[src/rtl/mdma_pkg.sv]
package mdma_pkg;

  typedef enum logic [1:0] {ST_IDLE, ST_RD, ST_WR} mdma_st_e;

  typedef struct packed {
    logic       src_inc;
    logic       dst_inc;
    logic [1:0] src_pw;
    logic [1:0] dst_pw;
    logic [3:0] usize;
    logic       irq_en;
  } mdma_cmd_t;

  // Unit size code to bytes.
  function automatic logic [7:0] unit_bytes(input logic [3:0] code);
    case (code)
      4'd1:    unit_bytes = 8'd1;
      4'd2:    unit_bytes = 8'd2;
      4'd3:    unit_bytes = 8'd16;
      4'd4:    unit_bytes = 8'd32;
      4'd5:    unit_bytes = 8'd64;
      4'd6:    unit_bytes = 8'd128;
      default: unit_bytes = 8'd4;
    endcase
  endfunction

  // Low-address bits that must be zero for a given port width code.
  function automatic logic [1:0] pw_mask(input logic [1:0] pw);
    case (pw)
      2'd1:    pw_mask = 2'b00;
      2'd2:    pw_mask = 2'b01;
      default: pw_mask = 2'b11;
    endcase
  endfunction

endpackage

[src/rtl/mdma_regs.sv]
module mdma_regs
  import mdma_pkg::*;
#(
  parameter int CNT_W  = 24,
  parameter int CH_IDX = 0
) (
  input  logic             clk,
  input  logic             rst_n,
  input  logic             reg_we,
  input  logic [5:0]       reg_addr,
  input  logic [31:0]      reg_wdata,
  output logic [31:0]      reg_rdata,
  input  logic             adv_src,
  input  logic             adv_dst,
  input  logic [7:0]       step,
  input  logic             dec_cnt,
  input  logic             set_done,
  input  logic             set_aerr,
  input  logic             eng_idle,
  output logic [31:0]      src_addr,
  output logic [31:0]      dst_addr,
  output logic [CNT_W-1:0] cnt,
  output mdma_cmd_t        cmd,
  output logic             go,
  output logic             done_flag,
  output logic             aerr_flag,
  output logic             irq
);

  localparam logic [5:0] A_SRC  = 6'h00;
  localparam logic [5:0] A_DST  = 6'h04;
  localparam logic [5:0] A_CNT  = 6'h08;
  localparam logic [5:0] A_RTY  = 6'h0C;
  localparam logic [5:0] A_STS  = 6'h10;
  localparam logic [5:0] A_CMD  = 6'h14;
  localparam logic [5:0] A_GCTL = 6'h20;
  localparam logic [5:0] A_PEND = 6'h24;

  logic [31:0]      src_q, src_d, dst_q, dst_d;
  logic [CNT_W-1:0] cnt_q, cnt_d;
  logic [5:0]       rty_q, rty_d;
  mdma_cmd_t        cmd_q, cmd_d;
  logic cen_q, cen_d, chalt_q, chalt_d, cdone_q, cdone_d, caerr_q, caerr_d;
  logic nodesc_q, nodesc_d, gen_q, gen_d, gerr_q, gerr_d, ghalt_q, ghalt_d;
  logic pend_q, pend_d;
  logic armed, hw_halt;

  assign armed   = gen_q & cen_q & nodesc_q & (cnt_q != '0);
  assign go      = armed & ~gerr_q & ~ghalt_q & ~chalt_q & ~caerr_q;
  assign hw_halt = armed & ghalt_q & ~chalt_q & eng_idle;

  always_comb begin
    src_d = src_q;  dst_d = dst_q;  cnt_d = cnt_q;  rty_d = rty_q;  cmd_d = cmd_q;
    cen_d = cen_q;  chalt_d = chalt_q;  cdone_d = cdone_q;  caerr_d = caerr_q;
    nodesc_d = nodesc_q;  gen_d = gen_q;  gerr_d = gerr_q;  ghalt_d = ghalt_q;
    pend_d = pend_q;
    if (reg_we) begin
      case (reg_addr)
        A_SRC:  src_d = reg_wdata;
        A_DST:  dst_d = reg_wdata;
        A_CNT:  cnt_d = reg_wdata[CNT_W-1:0];
        A_RTY:  rty_d = reg_wdata[5:0];
        A_CMD:  cmd_d = '{src_inc: reg_wdata[23], dst_inc: reg_wdata[22],
                          src_pw: reg_wdata[15:14], dst_pw: reg_wdata[13:12],
                          usize: reg_wdata[11:8], irq_en: reg_wdata[1]};
        A_STS: begin
          cen_d    = reg_wdata[0];
          chalt_d  = chalt_q & reg_wdata[2];
          cdone_d  = cdone_q & reg_wdata[3];
          caerr_d  = caerr_q & reg_wdata[4];
          nodesc_d = reg_wdata[31];
        end
        A_GCTL: begin
          gen_d   = reg_wdata[0];
          gerr_d  = reg_wdata[2];
          ghalt_d = reg_wdata[3];
        end
        A_PEND: pend_d = pend_q & reg_wdata[CH_IDX];
        default: ;
      endcase
    end
    if (adv_src)  src_d = src_q + {24'd0, step};
    if (adv_dst)  dst_d = dst_q + {24'd0, step};
    if (dec_cnt)  cnt_d = cnt_q - 1'b1;
    if (set_aerr) caerr_d = 1'b1;
    if (hw_halt)  chalt_d = 1'b1;
    if (set_done) begin
      cdone_d = 1'b1;
      if (cmd_q.irq_en) pend_d = 1'b1;
    end
  end

  always_ff @(posedge clk or negedge rst_n) begin
    if (!rst_n) begin
      src_q <= '0;  dst_q <= '0;  cnt_q <= '0;  rty_q <= '0;  cmd_q <= '0;
      cen_q <= 1'b0;  chalt_q <= 1'b0;  cdone_q <= 1'b0;  caerr_q <= 1'b0;
      nodesc_q <= 1'b0;  gen_q <= 1'b0;  gerr_q <= 1'b0;  ghalt_q <= 1'b0;
      pend_q <= 1'b0;
    end else begin
      src_q <= src_d;  dst_q <= dst_d;  cnt_q <= cnt_d;  rty_q <= rty_d;  cmd_q <= cmd_d;
      cen_q <= cen_d;  chalt_q <= chalt_d;  cdone_q <= cdone_d;  caerr_q <= caerr_d;
      nodesc_q <= nodesc_d;  gen_q <= gen_d;  gerr_q <= gerr_d;  ghalt_q <= ghalt_d;
      pend_q <= pend_d;
    end
  end

  always_comb begin
    reg_rdata = '0;
    case (reg_addr)
      A_SRC: reg_rdata = src_q;
      A_DST: reg_rdata = dst_q;
      A_CNT: reg_rdata[CNT_W-1:0] = cnt_q;
      A_RTY: reg_rdata[5:0] = rty_q;
      A_CMD: begin
        reg_rdata[23]    = cmd_q.src_inc;
        reg_rdata[22]    = cmd_q.dst_inc;
        reg_rdata[15:14] = cmd_q.src_pw;
        reg_rdata[13:12] = cmd_q.dst_pw;
        reg_rdata[11:8]  = cmd_q.usize;
        reg_rdata[1]     = cmd_q.irq_en;
      end
      A_STS: begin
        reg_rdata[31] = nodesc_q;
        reg_rdata[4]  = caerr_q;
        reg_rdata[3]  = cdone_q;
        reg_rdata[2]  = chalt_q;
        reg_rdata[0]  = cen_q;
      end
      A_GCTL: begin
        reg_rdata[3] = ghalt_q;
        reg_rdata[2] = gerr_q;
        reg_rdata[0] = gen_q;
      end
      A_PEND: reg_rdata[CH_IDX] = pend_q;
      default: ;
    endcase
  end

  assign src_addr  = src_q;
  assign dst_addr  = dst_q;
  assign cnt       = cnt_q;
  assign cmd       = cmd_q;
  assign done_flag = cdone_q;
  assign aerr_flag = caerr_q;
  assign irq       = pend_q;

endmodule

[src/rtl/mdma_engine.sv]
module mdma_engine
  import mdma_pkg::*;
#(
  parameter int BEAT_W = 5
) (
  input  logic        clk,
  input  logic        rst_n,
  input  logic        go,
  input  logic        last_unit,
  input  mdma_cmd_t   cmd,
  input  logic [31:0] src_addr,
  input  logic [31:0] dst_addr,
  output logic        mem_req,
  output logic        mem_we,
  output logic [31:0] mem_addr,
  output logic [31:0] mem_wdata,
  output logic [3:0]  mem_strb,
  input  logic        mem_ready,
  input  logic [31:0] mem_rdata,
  output logic        adv_src,
  output logic        adv_dst,
  output logic [7:0]  step,
  output logic        dec_cnt,
  output logic        set_done,
  output logic        set_aerr,
  output logic        idle
);

  mdma_st_e          st_q, st_d;
  logic [BEAT_W-1:0] beat_q, beat_d, beats_m1;
  logic [31:0]       buf_q, buf_d;
  logic [7:0]        bytes;
  logic [1:0]        umask;
  logic              misalign, last_beat;
  logic [3:0]        src_lanes, dst_lanes;

  assign bytes     = unit_bytes(cmd.usize);
  assign step      = (bytes < 8'd4) ? bytes : 8'd4;
  assign beats_m1  = (bytes > 8'd4) ? BEAT_W'(bytes[7:2] - 6'd1) : '0;
  assign last_beat = (beat_q == beats_m1);
  assign umask     = (bytes == 8'd1) ? 2'b00 : (bytes == 8'd2) ? 2'b01 : 2'b11;
  assign misalign  = |(src_addr[1:0] & (pw_mask(cmd.src_pw) | umask)) |
                     |(dst_addr[1:0] & (pw_mask(cmd.dst_pw) | umask));

  // Lane select for sub-word units; whole word otherwise.
  always_comb begin
    case (bytes)
      8'd1: begin
        src_lanes = 4'b0001 << src_addr[1:0];
        dst_lanes = 4'b0001 << dst_addr[1:0];
      end
      8'd2: begin
        src_lanes = 4'b0011 << src_addr[1:0];
        dst_lanes = 4'b0011 << dst_addr[1:0];
      end
      default: begin
        src_lanes = 4'hF;
        dst_lanes = 4'hF;
      end
    endcase
  end

  always_comb begin
    st_d = st_q;  beat_d = beat_q;  buf_d = buf_q;
    adv_src = 1'b0;  adv_dst = 1'b0;  dec_cnt = 1'b0;
    set_done = 1'b0;  set_aerr = 1'b0;
    mem_req = 1'b0;  mem_we = 1'b0;  mem_addr = src_addr;
    mem_wdata = buf_q << {dst_addr[1:0], 3'b000};
    mem_strb = src_lanes;
    case (st_q)
      ST_IDLE: begin
        if (go) begin
          if (misalign) set_aerr = 1'b1;
          else begin
            st_d   = ST_RD;
            beat_d = '0;
          end
        end
      end
      ST_RD: begin
        mem_req = 1'b1;
        if (mem_ready) begin
          buf_d = mem_rdata >> {src_addr[1:0], 3'b000};
          st_d  = ST_WR;
        end
      end
      ST_WR: begin
        mem_req  = 1'b1;
        mem_we   = 1'b1;
        mem_addr = dst_addr;
        mem_strb = dst_lanes;
        if (mem_ready) begin
          adv_src = cmd.src_inc;
          adv_dst = cmd.dst_inc;
          if (last_beat) begin
            dec_cnt  = 1'b1;
            set_done = last_unit;
            beat_d   = '0;
            st_d     = ST_IDLE;
          end else begin
            beat_d = beat_q + 1'b1;
            st_d   = ST_RD;
          end
        end
      end
      default: st_d = ST_IDLE;
    endcase
  end

  always_ff @(posedge clk or negedge rst_n) begin
    if (!rst_n) begin
      st_q   <= ST_IDLE;
      beat_q <= '0;
      buf_q  <= '0;
    end else begin
      st_q   <= st_d;
      beat_q <= beat_d;
      buf_q  <= buf_d;
    end
  end

  assign idle = (st_q == ST_IDLE);

endmodule

[src/rtl/mdma_channel.sv]
module mdma_channel
  import mdma_pkg::*;
#(
  parameter int CNT_W  = 24,
  parameter int CH_IDX = 0
) (
  input  logic        clk,
  input  logic        rst_n,
  input  logic        reg_we,
  input  logic [5:0]  reg_addr,
  input  logic [31:0] reg_wdata,
  output logic [31:0] reg_rdata,
  output logic        mem_req,
  output logic        mem_we,
  output logic [31:0] mem_addr,
  output logic [31:0] mem_wdata,
  output logic [3:0]  mem_strb,
  input  logic        mem_ready,
  input  logic [31:0] mem_rdata,
  output logic        irq
);

  localparam int BEAT_W = 5;

  logic [31:0]      src_addr, dst_addr;
  logic [CNT_W-1:0] cnt;
  mdma_cmd_t        cmd;
  logic [7:0]       step;
  logic go, last_unit, adv_src, adv_dst, dec_cnt, set_done, set_aerr, eng_idle;
  logic done_flag, aerr_flag;

  assign last_unit = (cnt == CNT_W'(1));

  mdma_regs #(.CNT_W(CNT_W), .CH_IDX(CH_IDX)) u_regs (
    .clk(clk), .rst_n(rst_n), .reg_we(reg_we), .reg_addr(reg_addr),
    .reg_wdata(reg_wdata), .reg_rdata(reg_rdata), .adv_src(adv_src),
    .adv_dst(adv_dst), .step(step), .dec_cnt(dec_cnt), .set_done(set_done),
    .set_aerr(set_aerr), .eng_idle(eng_idle), .src_addr(src_addr),
    .dst_addr(dst_addr), .cnt(cnt), .cmd(cmd), .go(go),
    .done_flag(done_flag), .aerr_flag(aerr_flag), .irq(irq)
  );

  mdma_engine #(.BEAT_W(BEAT_W)) u_eng (
    .clk(clk), .rst_n(rst_n), .go(go), .last_unit(last_unit), .cmd(cmd),
    .src_addr(src_addr), .dst_addr(dst_addr), .mem_req(mem_req),
    .mem_we(mem_we), .mem_addr(mem_addr), .mem_wdata(mem_wdata),
    .mem_strb(mem_strb), .mem_ready(mem_ready), .mem_rdata(mem_rdata),
    .adv_src(adv_src), .adv_dst(adv_dst), .step(step), .dec_cnt(dec_cnt),
    .set_done(set_done), .set_aerr(set_aerr), .idle(eng_idle)
  );

endmodule

[config.mk]
export PLATFORM = sky130hd
export DESIGN_NAME = mdma_channel
export DESIGN_NICKNAME = d
export VERILOG_FILES = /design/src/rtl/mdma_pkg.sv /design/src/rtl/mdma_regs.sv /design/src/rtl/mdma_engine.sv /design/src/rtl/mdma_channel.sv
export SDC_FILE = /design/constraint.sdc
export NUM_CORES = 1
export LEC_CHECK = 0
export ABC_AREA = 1
export BUFFER_PORTS_ARGS = -buffer_cell sky130_fd_sc_hd__buf_2
export CAP_MARGIN = 20
export CORE_MARGIN = 2
export CORE_UTILIZATION = 25
export CTS_CLUSTER_DIAMETER = 200
export CTS_CLUSTER_SIZE = 12
export DETAILED_ROUTE_END_ITERATION = 10
export GPL_ROUTABILITY_DRIVEN = 0
export GPL_TIMING_DRIVEN = 0
export SLEW_MARGIN = 20
export SYNTH_ARGS = -nofsm -noshare
export SYNTH_HDL_FRONTEND = slang
export SYNTH_SLANG_ARGS = --single-unit
[constraint.sdc]
create_clock -name clk -period 2.54 [get_ports clk]
set_clock_uncertainty 0.2 [all_clocks]
set_input_delay 0.127 -clock clk [delete_from_list [all_inputs] [get_ports clk]]
set_output_delay 0.127 -clock clk [all_outputs]
set_load 0.1 [all_outputs]
==> results.json <==
{
  "hpwl_um": 40800,
  "min_path_type": "input port to register",
  "dieWidth_um": 219,
  "rr_startpoint": "u_regs.cmd[3]",
  "hold_end": "u_regs.cmd[2]",
  "worst_slew_pin_slew_ps": 774,
  "cts_buffers": 17,
  "fmax_mhz": 395,
  "io-pin-count": 177,
  "max-vdd-ir-drop_mv": 1.69,
  "min_period_over_period_pct": 99.8,
  "cts_max_path_buffers": 2,
  "synth-edff-count": 0,
  "synth_warnings": 0,
  "rows": 78,
  "drive_gt1_share_pct": 24.2,
  "worst_ep_required_time_ps": 2210,
  "wl_per_cell_um": 20.5,
  "max_stage_delay_ps": 490,
  "powerDensity_nw_per_um2": 1390,
  "period_minus_slack_ps": 2530,
  "max_slew_margin_pct": 48.4,
  "dr.pass1.iters": 6,
  "insertion_delay_ps": 450,
  "syn_area_per_cell_sq_um": 6.69,
  "hold_ws_ps": 12.0,
  "path_class": "register to output pin",
  "drc": 0,
  "critPathLaunchType": "register",
  "grt_first_pass_wirelength_um": 79900,
  "io_buffers": 176,
  "synth.cell_area_sq_um": 11600,
  "ant_nets": 0,
  "finalPower_w": 0.0223,
  "fin_nets": 2137,
  "rr_endpoint": "u_regs.dst_addr[26]",
  "drt_iter0_drc": 1554,
  "drv_slew": 0,
  "grt_start_max_net_pins": 90,
  "crit_top_cell": "buf_4",
  "grt_overflow": 0,
  "cp_max_fo": 3,
  "hold_start": "reg_wdata[9]",
  "status": "finished, final reports clean",
  "async_flop_share_pct": 100,
  "rr_worst_depth": 15,
  "synth_seq_cells": 153,
  "timing.final.ws_setup_ps": 5.96,
  "dieHeight_um": 219,
  "reg2reg_setup_slack_ps": 6,
  "crit_chain": "buf_4, a22oi_1, o221ai_1, buf_4",
  "root_buffer": "clkbuf_16",
  "dpl_worst_slack_ps": -590,
  "fillers": 4773,
  "grt_antenna_before_repair": 1,
  "wl_um": 54500,
  "synth.distinct_cells": 49,
  "hold_depth": 3,
  "routed_via_density": 5.30,
  "rsz0062_at_grt": "yes",
  "synth_flop_cell": "dfrtp_1",
  "end_kind": "output pin",
  "num_vias": 14100,
  "hold_viol": 0,
  "initial_utilization_pct": 25.4,
  "cts_num_sinks": 153,
  "areaGrowthSynthToFinish_pct": 38.4,
  "synthCells": 1729,
  "setup_viol": 0,
  "worstPathArrival_ps": 2210,
  "die_area_sq_um": 48000,
  "yosysSeqAreaShare_pct": 33.1,
  "cts_tree": "done",
  "leakagePower_nw": 7.46,
  "max_cap_viol_count": 0,
  "core_area_sq_um": 45600,
  "cts.clk_slew.worst_paths_ps": 70,
  "cp_slowest_cell": "a22oi_1",
  "cts_htree_levels": 4,
  "grt_pass1_vias": 13400,
  "track_usage_pct": 22.1
}
metal layers:
metal  share of wire [%]  track usage (%)
met5               0.024                0
met4                 6.2             13.6
met3                 9.3             4.34
met2                  45             34.7
met1                  40             28.0
worst max path at each step:
stage,startpoint,to
floorplan,reg_addr[1],reg_rdata[8]
global placement,rst_n,u_regs.src_addr[30]
detailed placement,u_regs.dst_addr[0],mem_wdata[23]
CTS,u_regs.cmd[2],u_regs.src_addr[9]
global route,u_regs.cmd[1],u_regs.dst_addr[28]
finish,u_regs.cmd[4],reg_rdata[11]
cell type report:
class	instances	area, sq um	area share, %
multi-input combinational	1286	7280	45.4
sequential	153	3830	23.9
timing repair buffer	292	2320	14.5
inverter	223	860	5.37
tap	600	751	4.69
clock buffer	17	425	2.66
buffer	68	383	2.39
clock inverter	15	164	1.02
antenna	1	2.50	0.0156
through the flow:
stage	utilization [%]	instance area [sq um]	TNS [ps]	instances
after CTS	34.2	15600	-4.05	2634
after global routing	35.1	16000	-1360	2654
after global placement	29.7	13500	-259890	2510
after detailed placement	29.8	13600	-45510	2511
after floorplan	-	11900	-4760	1734
final	35.1	16000	0	2655
cells by family after synthesis:
kind of cell               after synthesis  synth area share [%]
AOI/OAI and AO/OA                      432                  21.4
muxes                                   18                  1.57
DFF                                    153                  33.1
adders and majority gates               22                  2.38
and+or+nand+nor                        773                  28.9
xor gates and xnor gates                35                  2.65
other                                    1                0.0324
buffers and inverters                  295                  9.98
worst max-delay path: cells and delay by family, from the launching register on:
kind            cells  cell delay, ps
compound gates      2             850
buf+inv             2             480
flops               1             430
Yosys cell counts, types with 2 or more instances:
library cell / instances / area (sq um)
nand3_1: 124 / 621
nand2_1: 426 / 1600
nand4_1: 27 / 169
mux2i_1: 17 / 170
nand3_2: 2 / 20.0
o211ai_1: 9 / 67.6
inv_2: 7 / 26.3
o21bai_1: 5 / 37.5
nor2_1: 119 / 447
nor4_1: 10 / 62.6
ha_1: 22 / 275
or2_0: 2 / 12.5
o31ai_1: 3 / 22.5
clkbuf_2: 2 / 10.0
buf_6: 4 / 45.0
nor2_2: 9 / 56.3
buf_2: 5 / 25.0
xnor2_1: 3 / 26.3
o221ai_1: 28 / 245
dfrtp_1: 153 / 3830
clkbuf_1: 50 / 188
or2_2: 4 / 25.0
o22ai_1: 34 / 213
o21ai_1: 33 / 165
buf_4: 2 / 15.0
o21ai_2: 4 / 35.0
o21ai_0: 236 / 1180
nand2_2: 10 / 62.6
a21oi_1: 47 / 235
nand2_4: 2 / 22.5
inv_1: 214 / 803
buf_1: 9 / 33.8
a21o_1: 4 / 30.0
a22oi_1: 24 / 180
nor2_4: 5 / 56.3
o21bai_4: 2 / 37.5
xor2_1: 32 / 280
nor3_1: 26 / 130
nand3b_1: 2 / 15.0
and3_1: 3 / 18.8
sequential cells by signal, indices dropped and copies added (netlist names), 2 cells and up:
register	count
u_regs.cnt	24
u_regs.rty_q	6
u_eng.st_q	2
u_regs.src_addr	32
u_eng.buf_q	32
u_regs.cmd	11
u_regs.dst_addr	32
u_eng.beat_q	5
cells in the final DEF, fill, tap and decap left out, types with 27 or more instances in the layout:
master         count
nor2_1           106
nand2_1          389
dfrtp_1          151
buf_4             79
o21ai_2           41
nand3_1          114
buf_2            114
nand4_1           27
o22ai_1           27
o21ai_1           52
a21oi_1           34
o21ai_0          178
o221ai_1          27
inv_1            202
nand2_2           32
dlygate4sd3_1     61
buf_6             38
xor2_1            32
repair_timing:
item	in CTS	in global routing
cloned	1	0
endpoints found under the hold margin	181	0
hold buffers	61	0
pin swaps	18	51
setup endpoints to repair	151	91
resized for setup	182	114
buffers inserted	32	21
report_power, final:
part	switching (W)	leakage, nW	internal, W	total (W)
Sequential	0.00116	1.87	0.00337	0.00453
Clock	0.00122	0.296	0.00147	0.00270
Combinational	0.0111	5.29	0.00392	0.0150
(Power assumes the default switching activity.)
